<file path="src/rtl/soft_tlb.sv">
module soft_tlb #(
  parameter int ENTRIES = 16,
  parameter int VPN_W   = 20,
  parameter int ASID_W  = 8,
  parameter int PFN_W   = 20,
  parameter int OFF_W   = 12,
  localparam int IDX_W  = $clog2(ENTRIES),
  localparam int VA_W   = VPN_W + OFF_W,
  localparam int PA_W   = PFN_W + OFF_W
) (
  input  logic              clk,
  input  logic              rst_n,
  input  logic              asid_we,
  input  logic [ASID_W-1:0] asid_wdata,
  input  logic              wired_we,
  input  logic [IDX_W-1:0]  wired_wdata,
  input  logic              req_valid,
  input  logic [VA_W-1:0]   req_vaddr,
  input  logic              req_store,
  input  logic              ent_we,
  input  logic              ent_random,
  input  logic [IDX_W-1:0]  ent_index,
  input  logic [VPN_W-1:0]  ent_vpn,
  input  logic [ASID_W-1:0] ent_asid,
  input  logic              ent_global,
  input  logic [PFN_W-1:0]  ent_pfn,
  input  logic              ent_nocache,
  input  logic              ent_dirty,
  input  logic              ent_valid,
  output logic [IDX_W-1:0]  rand_idx,
  output logic              rsp_valid,
  output logic [PA_W-1:0]   rsp_paddr,
  output logic              rsp_uncached,
  output logic              rsp_refill,
  output logic              rsp_invalid,
  output logic              rsp_modify,
  output logic              rsp_multihit,
  output logic [VA_W-1:0]   bad_vaddr
);
  localparam logic [IDX_W-1:0] TOP = IDX_W'(ENTRIES - 1);

  logic [VPN_W-1:0]  e_vpn  [ENTRIES];
  logic [ASID_W-1:0] e_asid [ENTRIES];
  logic [PFN_W-1:0]  e_pfn  [ENTRIES];
  logic [ENTRIES-1:0] e_g, e_n, e_d, e_v, e_used;

  logic [ASID_W-1:0] asid_q;
  logic [IDX_W-1:0]  wired_q, rnd_q;

  assign rand_idx = (rnd_q < wired_q) ? TOP : rnd_q;
  wire [IDX_W-1:0] wr_idx = ent_random ? rand_idx : ent_index;

  always_ff @(posedge clk) begin
    if (!rst_n) begin
      asid_q  <= '0;
      wired_q <= '0;
      rnd_q   <= TOP;
    end else begin
      if (asid_we)  asid_q  <= asid_wdata;
      if (wired_we) wired_q <= wired_wdata;
      rnd_q <= (rnd_q <= wired_q) ? TOP : rnd_q - 1'b1;
    end
  end

  always_ff @(posedge clk) begin
    if (!rst_n) e_used <= '0;
    else if (ent_we) e_used[wr_idx] <= 1'b1;
  end

  always_ff @(posedge clk) begin
    if (ent_we) begin
      e_vpn[wr_idx]  <= ent_vpn;
      e_asid[wr_idx] <= ent_asid;
      e_pfn[wr_idx]  <= ent_pfn;
      e_g[wr_idx]    <= ent_global;
      e_n[wr_idx]    <= ent_nocache;
      e_d[wr_idx]    <= ent_dirty;
      e_v[wr_idx]    <= ent_valid;
    end
  end

  wire [VPN_W-1:0] req_vpn = req_vaddr[VA_W-1:OFF_W];
  logic [ENTRIES-1:0] hit;

  for (genvar i = 0; i < ENTRIES; i++) begin : g_cmp
    assign hit[i] = e_used[i] && (e_vpn[i] == req_vpn) &&
                    (e_g[i] || (e_asid[i] == asid_q));
  end

  logic [IDX_W-1:0] sel;
  always_comb begin
    sel = '0;
    for (int i = ENTRIES - 1; i >= 0; i--)
      if (hit[i]) sel = IDX_W'(i);
  end

  wire any_hit  = |hit;
  wire multi    = (hit & (hit - 1'b1)) != '0;
  wire f_inval  = any_hit && !e_v[sel];
  wire f_mod    = any_hit && e_v[sel] && req_store && !e_d[sel];
  wire fault    = !any_hit || f_inval || f_mod;

  always_ff @(posedge clk) begin
    if (!rst_n) begin
      rsp_valid    <= 1'b0;
      rsp_paddr    <= '0;
      rsp_uncached <= 1'b0;
      rsp_refill   <= 1'b0;
      rsp_invalid  <= 1'b0;
      rsp_modify   <= 1'b0;
      rsp_multihit <= 1'b0;
      bad_vaddr    <= '0;
    end else begin
      rsp_valid    <= req_valid;
      rsp_paddr    <= (req_valid && any_hit) ? {e_pfn[sel], req_vaddr[OFF_W-1:0]} : '0;
      rsp_uncached <= req_valid && any_hit && e_n[sel];
      rsp_refill   <= req_valid && !any_hit;
      rsp_invalid  <= req_valid && f_inval;
      rsp_modify   <= req_valid && f_mod;
      rsp_multihit <= req_valid && multi;
      if (req_valid && fault) bad_vaddr <= req_vaddr;
    end
  end

  p_resp_latency_r1: assert property (@(posedge clk) disable iff (!rst_n)
    req_valid |=> rsp_valid);
  p_offset_pass_r1: assert property (@(posedge clk) disable iff (!rst_n)
    (req_valid && any_hit) |=> (rsp_paddr[OFF_W-1:0] == $past(req_vaddr[OFF_W-1:0])));
  p_miss_clean_r3: assert property (@(posedge clk) disable iff (!rst_n)
    rsp_refill |-> (!rsp_invalid && !rsp_modify && !rsp_uncached && rsp_paddr == '0));
  p_modify_excl_r5: assert property (@(posedge clk) disable iff (!rst_n)
    rsp_modify |-> (!rsp_invalid && !rsp_refill));
  p_bad_capture_r7: assert property (@(posedge clk) disable iff (!rst_n)
    (req_valid && fault) |=> (bad_vaddr == $past(req_vaddr)));
  p_bad_hold_r7: assert property (@(posedge clk) disable iff (!rst_n)
    !(req_valid && fault) |=> $stable(bad_vaddr));
  p_rand_floor_r9: assert property (@(posedge clk) disable iff (!rst_n)
    rand_idx >= wired_q);
  p_multi_hit_r10: assert property (@(posedge clk) disable iff (!rst_n)
    rsp_multihit |-> (rsp_valid && !rsp_refill));
endmodule

</file>
<file path="config.mk">
export PLATFORM = sky130hd
export DESIGN_NAME = soft_tlb
export DESIGN_NICKNAME = d
export VERILOG_FILES = /design/src/rtl/soft_tlb.sv
export SDC_FILE = /design/constraint.sdc
export NUM_CORES = 1
export LEC_CHECK = 0
export CORE_MARGIN = 2
export CORE_UTILIZATION = 35
export DETAILED_ROUTE_END_ITERATION = 10
export SYNTH_ARGS = -nofsm -noshare
export SYNTH_HDL_FRONTEND = slang
export SYNTH_SLANG_ARGS = --single-unit
</file>
<file path="constraint.sdc">
create_clock -name clk -period 5.35 [get_ports clk]
set_input_delay 0.535 -clock clk [delete_from_list [all_inputs] [get_ports clk]]
set_output_delay 0.535 -clock clk [all_outputs]
set_load 0.02 [all_outputs]
</file>
# ---- After elaboration in Yosys (flattened, before gate mapping)
# Memory sizes are Yosys's and may differ from the RTL's. A register that Yosys moved wholly into a read port is not among the register bits.
# Index checks and enable logic that the tools add are counted.
dict set report classes {
  addsub 2
  order_cmp 5
  eq_ne 32
  muxes 32
  bitwise_logic 3
  n_reduce_logical 70
}
# operator n
set op_table {}
lappend op_table {{20-bit == test} 16}
lappend op_table {{8-bit == test} 16}
lappend op_table {{4-bit 2-to-1 mux} 18}
lappend op_table {{16-bit bitwise mux} 4}
lappend op_table {{1-bit logical AND} 44}
lappend op_table {{1-bit logical OR} 18}
lappend op_table {{16-bit AND} 1}
lappend op_table {{16-bit OR} 1}
lappend op_table {{16-bit nonzero test} 1}
lappend op_table {{16-bit OR reduction} 1}
lappend op_table {{16-bit by 1-bit subtractor with 16-bit output, second input constant} 1}
lappend op_table {{1-bit binary-select mux with 4-bit select} 3}
lappend op_table {{4-bit by 5-bit < comparator with 1-bit output, second input constant} 2}
lappend op_table {{1-bit 2-to-1 mux} 6}
lappend op_table {{1-bit demux with 4-bit select} 1}
lappend op_table {{4-bit by 1-bit greater-or-equal comparator with 1-bit output, second input constant} 1}
lappend op_table {{4-bit less-or-equal comparator} 1}
lappend op_table {{1-bit zero test} 4}
lappend op_table {{4-bit < comparator} 1}
lappend op_table {{4-bit by 1-bit subtractor with 4-bit output, second input constant} 1}
lappend op_table {{2-bit AND reduction} 1}
lappend op_table {{2-bit OR reduction} 1}
lappend op_table {{1-bit inverter} 1}
dict set report word_totals {
  register_bits 166
  ram_bits 768
  inputBits 108
  out_inout_bits 74
  wordCells 163
  memories 3
}
# name words width read_ports rd_ports_with_merged_regs write_ports line
set memory_table {}
lappend memory_table {e_pfn 16 20 1 1 1 44} ;# logic [PFN_W-1:0] e_pfn [ENTRIES];
lappend memory_table {e_vpn 16 20 16 0 1 42} ;# logic [VPN_W-1:0] e_vpn [ENTRIES];
lappend memory_table {e_asid 16 8 16 0 1 43} ;# logic [ASID_W-1:0] e_asid [ENTRIES];

# ---- Depth between registers and ports, before layout
# Gate-level depths: netlist of run 1.
dict set report depth {
  word_depth 26
  mapped_depth 18
  ltp_nobuf 12
}

# ---- Worst setup path before layout of run 1
# Ideal clock, no wire load.
dict set report synth_path {
  kind {reg2reg}
  from {register wired_q[1]}
  to {memory e_asid[5][0] (enable)}
  setup_ns 0.464
  t_arrival_ns 3.946
  t_required_ns 4.886
  path_slack_ns 0.941
  path_stages_with_launch 11
  n_path_buf 0
  period_less_slack_ns 4.409
  path_cell_list {dfxtp_1 > inv_1 > ha_1 > nor2b_1 > o21ai_0 > nand2b_1 > a21oi_1 > nor2_1 > inv_1 > a31oi_1 > nor2_1}
}
dict set report synth_between {
  elab_chain_len 3
}
# item line
set synth_lines {}
lappend synth_lines {{from (decl)} 48} ;# logic [IDX_W-1:0] wired_q, rnd_q;
lappend synth_lines {{from (signal assigned)} 60} ;# if (wired_we) wired_q <= wired_wdata;
lappend synth_lines {{4-bit < comparator} 50} ;# assign rand_idx = (rnd_q < wired_q) ? TOP : rnd_q;
lappend synth_lines {{4-bit 2-to-1 mux} 50}
lappend synth_lines {{named net rand_idx[2]} 30} ;# output logic [IDX_W-1:0] rand_idx,
lappend synth_lines {{4-bit 2-to-1 mux} 51} ;# wire [IDX_W-1:0] wr_idx = ent_random ? rand_idx : ent_index;
lappend synth_lines {{to (decl)} 43}
# The timed path passes the listed nets, and every way through them passes these cells.

# ---- Final worst setup path of run 1
dict set report layout_path {
  from {register asid_q[1]}
  to {register bad_vaddr[14]}
}
dict set report layout_between {
  elab_chain_len 26
  word_cells_on_any_way 79
  classes_between {16 x eq/ne; 20 x mux; 43 x reduce/logical}
}
# item line
set layout_lines {}
lappend layout_lines {{from (decl)} 47} ;# logic [ASID_W-1:0] asid_q;
lappend layout_lines {{from (signal assigned)} 59} ;# if (asid_we) asid_q <= asid_wdata;
lappend layout_lines {{8-bit == test} 87} ;# (e_g[i] || (e_asid[i] == asid_q));
lappend layout_lines {{1-bit logical OR} 87}
lappend layout_lines {{1-bit logical AND} 86} ;# assign hit[i] = e_used[i] && (e_vpn[i] == req_vpn) &&
lappend layout_lines {{4-bit 2-to-1 mux (16 in series)} 94} ;# if (hit[i]) sel = IDX_W'(i);
lappend layout_lines {{1-bit binary-select mux with 4-bit select} {99, 100}}
lappend layout_lines {{1-bit 2-to-1 mux (implied by the code)} {99, 100}}
lappend layout_lines {{1-bit zero test or 1-bit logical AND (tied branches)} {99, 100}}
lappend layout_lines {{1-bit logical AND (on tied branches)} {99, 100}}
lappend layout_lines {{1-bit logical OR or 1-bit logical AND (tied branches)} {101, 100}}
lappend layout_lines {{1-bit logical OR (*)} 101} ;# wire fault = !any_hit || f_inval || f_mod;
lappend layout_lines {{1-bit logical AND (*)} 121} ;# if (req_valid && fault) bad_vaddr <= req_vaddr;
lappend layout_lines {{to (signal assigned)} 121}
lappend layout_lines {{to (decl)} 38} ;# output logic [VA_W-1:0] bad_vaddr
# Every way passes the cells marked *; elsewhere a longest branch is shown, timed or not. The select of a mux whose other input is x is not followed.
# A chain may end at the register's enable or synchronous reset.

==> results of run 1 <==
## final timing paths
kind	startpoint	slack, ns	end	cells past startpoint
setup / recovery	asid_q[1]$_SDFFE_PN0P_	0.41	bad_vaddr[14]$_SDFFE_PN0P_	14
hold reg to reg	rnd_q[0]$_SDFF_PP1_	0.42	rnd_q[0]$_SDFF_PP1_	1
setup reg to reg	asid_q[1]$_SDFFE_PN0P_	0.41	bad_vaddr[14]$_SDFFE_PN0P_	14
hold / removal	rst_n	0.36	bad_vaddr[4]$_SDFFE_PN0P_	3
## where the power goes
part / internal (mW) / switching (mW) / total [mW]
sequential: 8.07 / 0.0508 / 8.12
clock: 4.09 / 2.94 / 7.03
combinational: 0.312 / 0.592 / 0.905
## through the flow
stage	std cells	hold slack, ns	total power, mW	area (um^2)
6_report	4463	0.360	16.1	46900
5_1_grt	4463	0.365	16.5	46900
4_1_cts	4462	0.316	16.2	46900
3_5_place_dp	4272	0.407	9.18	43500
3_3_place_gp	4272	0.403	9.17	43500
2_1_floorplan	2629	0.385	8.71	39500
## sequential cells by signal, indices dropped and copies added (netlist names)
signal and flops:
e_pfn 320, e_vpn 320, e_asid 128, bad_vaddr 32, rsp_paddr 32, e_d 16
e_g 16, e_n 16, e_used 16, e_v 16, asid_q 8, rnd_q 4
wired_q 4, rsp_invalid 1, rsp_modify 1, rsp_multihit 1, rsp_refill 1, rsp_uncached 1
rsp_valid 1
## layout make-up
type,count,area (um^2),area share
Clock inverter,49,543,0.0116
Multi-Input combinational cell,1530,11500,0.246
Inverter,25,93.8,0.00200
Antenna cell,1,2.50,0.0000533
Timing Repair Buffer,283,2990,0.0637
Sequential cell,934,27000,0.576
Tap cell,1500,1880,0.0400
Clock buffer,141,2860,0.0609
## per-layer routing
layer | global-route usage | vias to the layer above
met5 | 0 | -
met4 | 0.0562 | 2
met2 | 0.302 | 789
met1 | 0.258 | 11700
met3 | 0.0291 | 175
li1 | - | 10500
## kinds of logic after synthesis
logic type / synth area share
flops: 0.683
simple gates: 0.0850
xor+xnor: 0.100
compound gates: 0.0444
mux: 0.0566
buf+inv: 0.0284
fa+ha+maj: 0.00209
## synthesized netlist by cell type (12+ instances only)
library cell / number
nand4b_1: 12
mux2_2: 44
buf_6: 46
dfxtp_1: 102
mux2i_1: 174
buf_2: 19
nand3_1: 20
nor2b_1: 15
o21a_1: 17
xnor2_1: 100
and3_1: 15
a211oi_1: 86
edfxtp_1: 832
nand2_1: 123
nor4_1: 119
nor2_1: 85
or4_1: 27
a21oi_1: 85
nor3_1: 24
inv_1: 25
a31oi_1: 15
nand4_1: 66
xor2_1: 352
buf_4: 27
and2_1: 39
clkbuf_1: 41
## critical path: stages, from the launching register on
cell and delay (ns):
dfxtp_1 0.62, buf_4 0.27, xor2_1 0.15, nor4_1 0.08, a21oi_1 0.67, nor4_4 0.10, buf_4 0.22, nor4b_2 1.08
and3_1 0.32, o21ai_0 0.13, o32ai_1 0.27, nor3_1 0.11, o31a_2 0.37, buf_12 0.20, mux2i_1 0.15
==> out/results.md, run 1 <==
| Result | Value |
| --- | --- |
| Outcome | complete, no violations |
| RSZ-0062 raised after global routing | no |
| Cts bufs inserted | 101 |
| Share of layout cells above drive strength 1 | 0.115 |
| Syn Std Cell Area | 39,500 um^2 |
| Async set or reset register ratio after synthesis | 0 |
| Lkg Pwr | 16.4 nW |
| Count of routing violations after the opening detailed-route iteration | 1,854 |
| Area grow syn2layout | 18.7% |
| Final sum of negative setup slack | 0 ns |
| Signal arrival time at the worst endpoint | 5.48 ns |
| Std cell rows | 123 |
| Required time worst endpoint | 5.89 ns |
| Power per standard cell area | 342 nW/um^2 |
| Cell chosen for the clock root | clkbuf_16 |
| Routability Congestion | 0.852 |
| Yosys warns | 0 |
| Final cycle utilization of the critical path | 0.923 |
| Slew margin rel. | 0.136 |
| CTS resizes | 0 |
| Skew final | 0.0417 ns |
| Insertion delay of the later-clocked pin in the worst-skew pair | 0.70 ns |
| Avg Synthesized Cell Area | 15.0 um^2 |
| Class of the most critical hold timing path | in -> reg |
| Leading cell types by total area after synthesis | edfxtp_1, xor2_1, dfxtp_1, mux2i_1, xnor2_1 |
| Largest net degree at the start of global routing | 73 |
| Largest area contributor in the synthesized netlist | edfxtp_1 |
| Antenna Violating Nets Remaining | 0 |
| TritonCTS clock tree | done |
| Routed wire length on met3 | 6.90 mm |
| Met2 WL | 51.6 mm |
| Maximum Capacitance Violations | 0 |
| Number of top-level design ports | 182 |
| Detail Placement HPWL | 64.8 mm |
| Die X-Extent | 340 um |
| Setup slack at placement | 0.346 ns |
| Leading cell types in the layout, fill and taps excluded | edfxtp_1, xor2_1, clkdlybuf4s50_1 |
| Final setup vio count | 0 |
| Number of enable flip-flop cells after synthesis | 832 |
| Wire length the detailed router placed on met1 | 48.3 mm |
| Area share of the leading cell type in the synthesized netlist | 0.632 |
| Initial standard-cell utilization of the core | 0.352 |
| Per-cell routed wire length | 24.6 um |
| DR vias | 23,100 |
| Critical Path Sink Type | flip-flop |
| Portion of the post-synthesis area used by sequential elements | 0.683 |
| Number of synthesized register bits | 934 |
| Number of different library cells in the post-synthesis netlist | 73 |
| Final period demand of the worst path | 4.94 ns |
| Wire length of the first global-routing pass | 157 mm |
| Core area | 112,000 um^2 |
| Number of hold violations in the final report | 0 |
| Highest clock rate | 203 MHz |
| # fillers | 10,200 |
| Initial antenna violation count | 5 |
| Worst setup path category | reg -> reg |
| Vias in the first global route | 22,400 |
| Highest routed layer | met5 |
| Gr usage total | 0.186 |
| Number of search-and-repair iterations in the first detailed-routing pass | 5 |
| Hold bufs inserted after CTS | 0 |
| Clock sink count | 934 |
| Final design utilization | 0.418 |
| Maximum number of buffers from clock root to sink | 3 |
| Number of port buffers | 181 |
| Floorplan die height | 340 um |
| Residual overflow from global routing | 0 |
| Post-Synthesis Net Count | 2,742 |
| Post-CTS setup-driven buffer insertion count | 0 |
| Net count of the finished layout | 2,988 |
| DIE AREA | 116,000 um^2 |
| Least-Margin Pin Slew | 1.29 ns |
| Clock H-tree levels | 3 |
| Post-route worst setup slack | 0.412 ns |
| Via-to-Cell Ratio | 5.18 |
| Total wire length after detailed routing | 110 mm |
| Maximum resistive drop on vdd | 0.000252 V |
| Worst Setup Start Kind | flip-flop |
| Most common library cell in the layout ignoring fill and taps | edfxtp_1 |
| Most frequently used flop master after synthesis | edfxtp_1 |
| Slew Limit Fails | 0 |
| Cell count after synthesis | 2,629 |
| Crit-path max FO | 27 |
| Number of design rule violations left after detail routing | 0 |
| Clock slew at the register clock pins of the worst setup and hold paths | 0.06 ns |
Note: power is estimated with default switching activity, not from simulation.
==> run 2, diff against run 1 <==
Settings changed: CORE_ASPECT_RATIO from default to 1.5.
==> out/results.md, run 2 (synthesis gave the netlist of run 1 again) <==
| Result | Value |
| --- | --- |
| Maximum Capacitance Violations | 1 |
| Number of top-level design ports | 182 |
| TritonCTS clock tree | done |
| Net count of the finished layout | 2,987 |
| Maximum number of buffers from clock root to sink | 3 |
| Sw Pwr | 3.54 mW |
| Number of hold violations in the final report | 0 |
| CP Cell Sequence | buf_12 -> xor2_1 -> nor4_1 -> a21oi_1 -> or4_1 -> and4_1 -> buf_4 -> a31oi_1 -> o211ai_1 -> mux2i_1 -> o32ai_1 -> nor3_1 -> o31a_2 -> buf_12 -> mux2i_1 |
| Worst setup path category | reg -> reg |
| Via-to-Cell Ratio | 5.29 |
| Least-Margin Pin Slew | 1.52 ns |
| Worst reg2reg path depth | 15 |
| Signal arrival time at the worst endpoint | 5.41 ns |
| Hold endpoint | bad_vaddr[21]$_SDFFE_PN0P_ |
| Lkg Pwr | 16.4 nW |
| Per-cell routed wire length | 25.6 um |
| Failing checks | max-capacitance violations, max-slew violations |
| DIE AREA | 116,000 um^2 |
| Family with the most delay on the worst path | simple AND/OR/NAND/NOR gates |
| Die X-Extent | 278 um |
| Leading cell types in the layout, fill and taps excluded | edfxtp_1, xor2_1, clkdlybuf4s50_1 |
| Slew Limit Fails | 17 |
| Detail Placement HPWL | 67.9 mm |
| Count of routing violations after the opening detailed-route iteration | 1,995 |
| Highest clock rate | 208 MHz |
| Vias in the first global route | 23,600 |
| Initial antenna violation count | 6 |
| Largest net degree at the start of global routing | 94 |
| WP buf/inv | 3 |
| Sw frac | 0.223 |
| Final period demand of the worst path | 4.80 ns |
| Reg-to-reg endpoint | bad_vaddr[2]$_SDFFE_PN0P_ |
| Largest registers in the final layout | e_pfn: 320 flops, e_vpn: 320 flops, e_asid: 128 flops |
| Routability Congestion | 0.878 |
| Hold bufs inserted after CTS | 0 |
| Number of design rule violations left after detail routing | 0 |
| Clock slew at the register clock pins of the worst setup and hold paths | 0.06 ns |
| Combinational fraction of design power | 0.058 |
| Gr usage total | 0.194 |
| RSZ-0062 raised after global routing | no |
| Number of port buffers | 181 |
| Reg2reg start | asid_q[5]$_SDFFE_PN0P_ |
| Residual overflow from global routing | 0 |
| Share of layout cells above drive strength 1 | 0.118 |
| Initial standard-cell utilization of the core | 0.352 |
| Skew final | 0.0268 ns |
| Outcome | finished with violations |
| Floorplan die height | 416 um |
| Startpoint of the worst setup timing path | asid_q[5]$_SDFFE_PN0P_ |
| Clock sink count | 934 |
| Maximum resistive drop on vdd | 0.000309 V |
| Area grow syn2layout | 18.2% |
| Overall power after layout | 15.9 mW |
| Total wire length after detailed routing | 113 mm |
| Most common library cell in the layout ignoring fill and taps | edfxtp_1 |
| Final cycle utilization of the critical path | 0.897 |
| CTS resizes | 0 |
| Final setup vio count | 0 |
| Wire length of the first global-routing pass | 162 mm |
| Cts bufs inserted | 92 |
| Insertion delay of the later-clocked pin in the worst-skew pair | 0.71 ns |
| Clock H-tree levels | 3 |
| Portion of total power attributed to the clock network | 0.430 |
| Power share of the sequential group | 0.511 |
| Cell chosen for the clock root | clkbuf_16 |
| Crit-path max FO | 14 |
| Antenna Violating Nets Remaining | 0 |
| Slew margin rel. | -0.0166 |
| Std cell rows | 151 |
| Core area | 112,000 um^2 |
| Class of the most critical hold timing path | in -> reg |
| Worst Setup Start Kind | flip-flop |
| Final sum of negative setup slack | 0 ns |
| Required time worst endpoint | 5.96 ns |
| Start point of the worst hold path | rst_n |
| Cell internal pwr | 12.3 mW |
| Internal reg-to-reg setup slack | 0.55 ns |
| Slowest library cell on the worst path | or4_1 |
| Number of search-and-repair iterations in the first detailed-routing pass | 5 |
| Cell depth of the worst min-delay path | 3 |
| Post-CTS setup-driven buffer insertion count | 0 |
| Critical Path Sink Type | flip-flop |
| Power per standard cell area | 339 nW/um^2 |
| Slowest Stage Delay on Critical Path | 0.75 ns |
| DR vias | 23,300 |
## run 2: changes by cell type in the layout (fill, tap and decap cells not counted), moves of 4 or more
cell,change
buf_4,+5
bufinv_16,+5
clkbuf_1,-9
clkbuf_16,-10
clkbuf_8,-4
clkinv_1,-4
clkinvlp_4,+4
inv_6,+5
## run 2: power by group through the flow
| stage | combinational [mW] | sequential (mW) | clock, mW |
|---|---|---|---|
| 2_1_floorplan | 0.433 | 8.28 | 0 |
| 3_3_place_gp | 0.925 | 8.27 | 0 |
| 3_5_place_dp | 0.930 | 8.27 | 0 |
| 4_1_cts | 0.934 | 8.11 | 6.96 |
| 5_1_grt | 0.978 | 8.12 | 7.22 |
| 6_report | 0.924 | 8.11 | 6.83 |
## run 2: worst reg2reg max path, stage by stage (launching register included)
cell and delay (ns):
dfxtp_1 0.57, buf_12 0.22, xor2_1 0.09, nor4_1 0.42, a21oi_1 0.27, or4_1 0.75, and4_1 0.43, buf_4 0.26
a31oi_1 0.18, o211ai_1 0.12, mux2i_1 0.23, o32ai_1 0.11, nor3_1 0.25, o31a_2 0.38, buf_12 0.21, mux2i_1 0.21
## run 2: worst max-delay path by stage
stage	slack (ns)	end	depth (start not counted)
after floorplan	0.94	e_asid[5][0]$_DFFE_PP_	10
after global placement	0.14	rsp_paddr[12]$_SDFF_PN0_	16
after detailed placement	0.08	rsp_paddr[12]$_SDFF_PN0_	16
after CTS	0.55	bad_vaddr[18]$_SDFFE_PN0P_	15
after global routing	0.29	bad_vaddr[15]$_SDFFE_PN0P_	15
final	0.55	bad_vaddr[2]$_SDFFE_PN0P_	15
## run 2: per-stage QoR
stage / std cells / hold WS (ns) / cell area [um^2] / utilization / setup WS (ns)
final: 4407 / 0.354 / 46700 / 0.416 / 0.552
after global routing: 4406 / 0.377 / 46700 / 0.416 / 0.292
after CTS: 4406 / 0.319 / 46700 / 0.416 / 0.546
after detailed placement: 4233 / 0.404 / 43600 / 0.387 / 0.0830
after global placement: 4233 / 0.400 / 43600 / 0.387 / 0.136
after floorplan: 2629 / 0.385 / 39500 / - / 0.941
## run 2: final cells by class
cell class | instances | area [um^2]
Fill cell | 10100 | 65700
Sequential cell | 934 | 27000
Multi-Input combinational cell | 1530 | 11500
Timing Repair Buffer | 291 | 3070
Clock buffer | 118 | 2520
Tap cell | 1453 | 1820
Clock inverter | 55 | 668
Inverter | 25 | 93.8
Antenna cell | 1 | 2.50
## run 2: layer usage
layer | part of all wire | up-vias | global-route usage
met5 | 0.00036 | - | 0
met3 | 0.058 | 278 | 0.0284
met1 | 0.38 | 11800 | 0.223
li1 | - | 10400 | -
met4 | 0.043 | 6 | 0.0848
met2 | 0.52 | 823 | 0.355
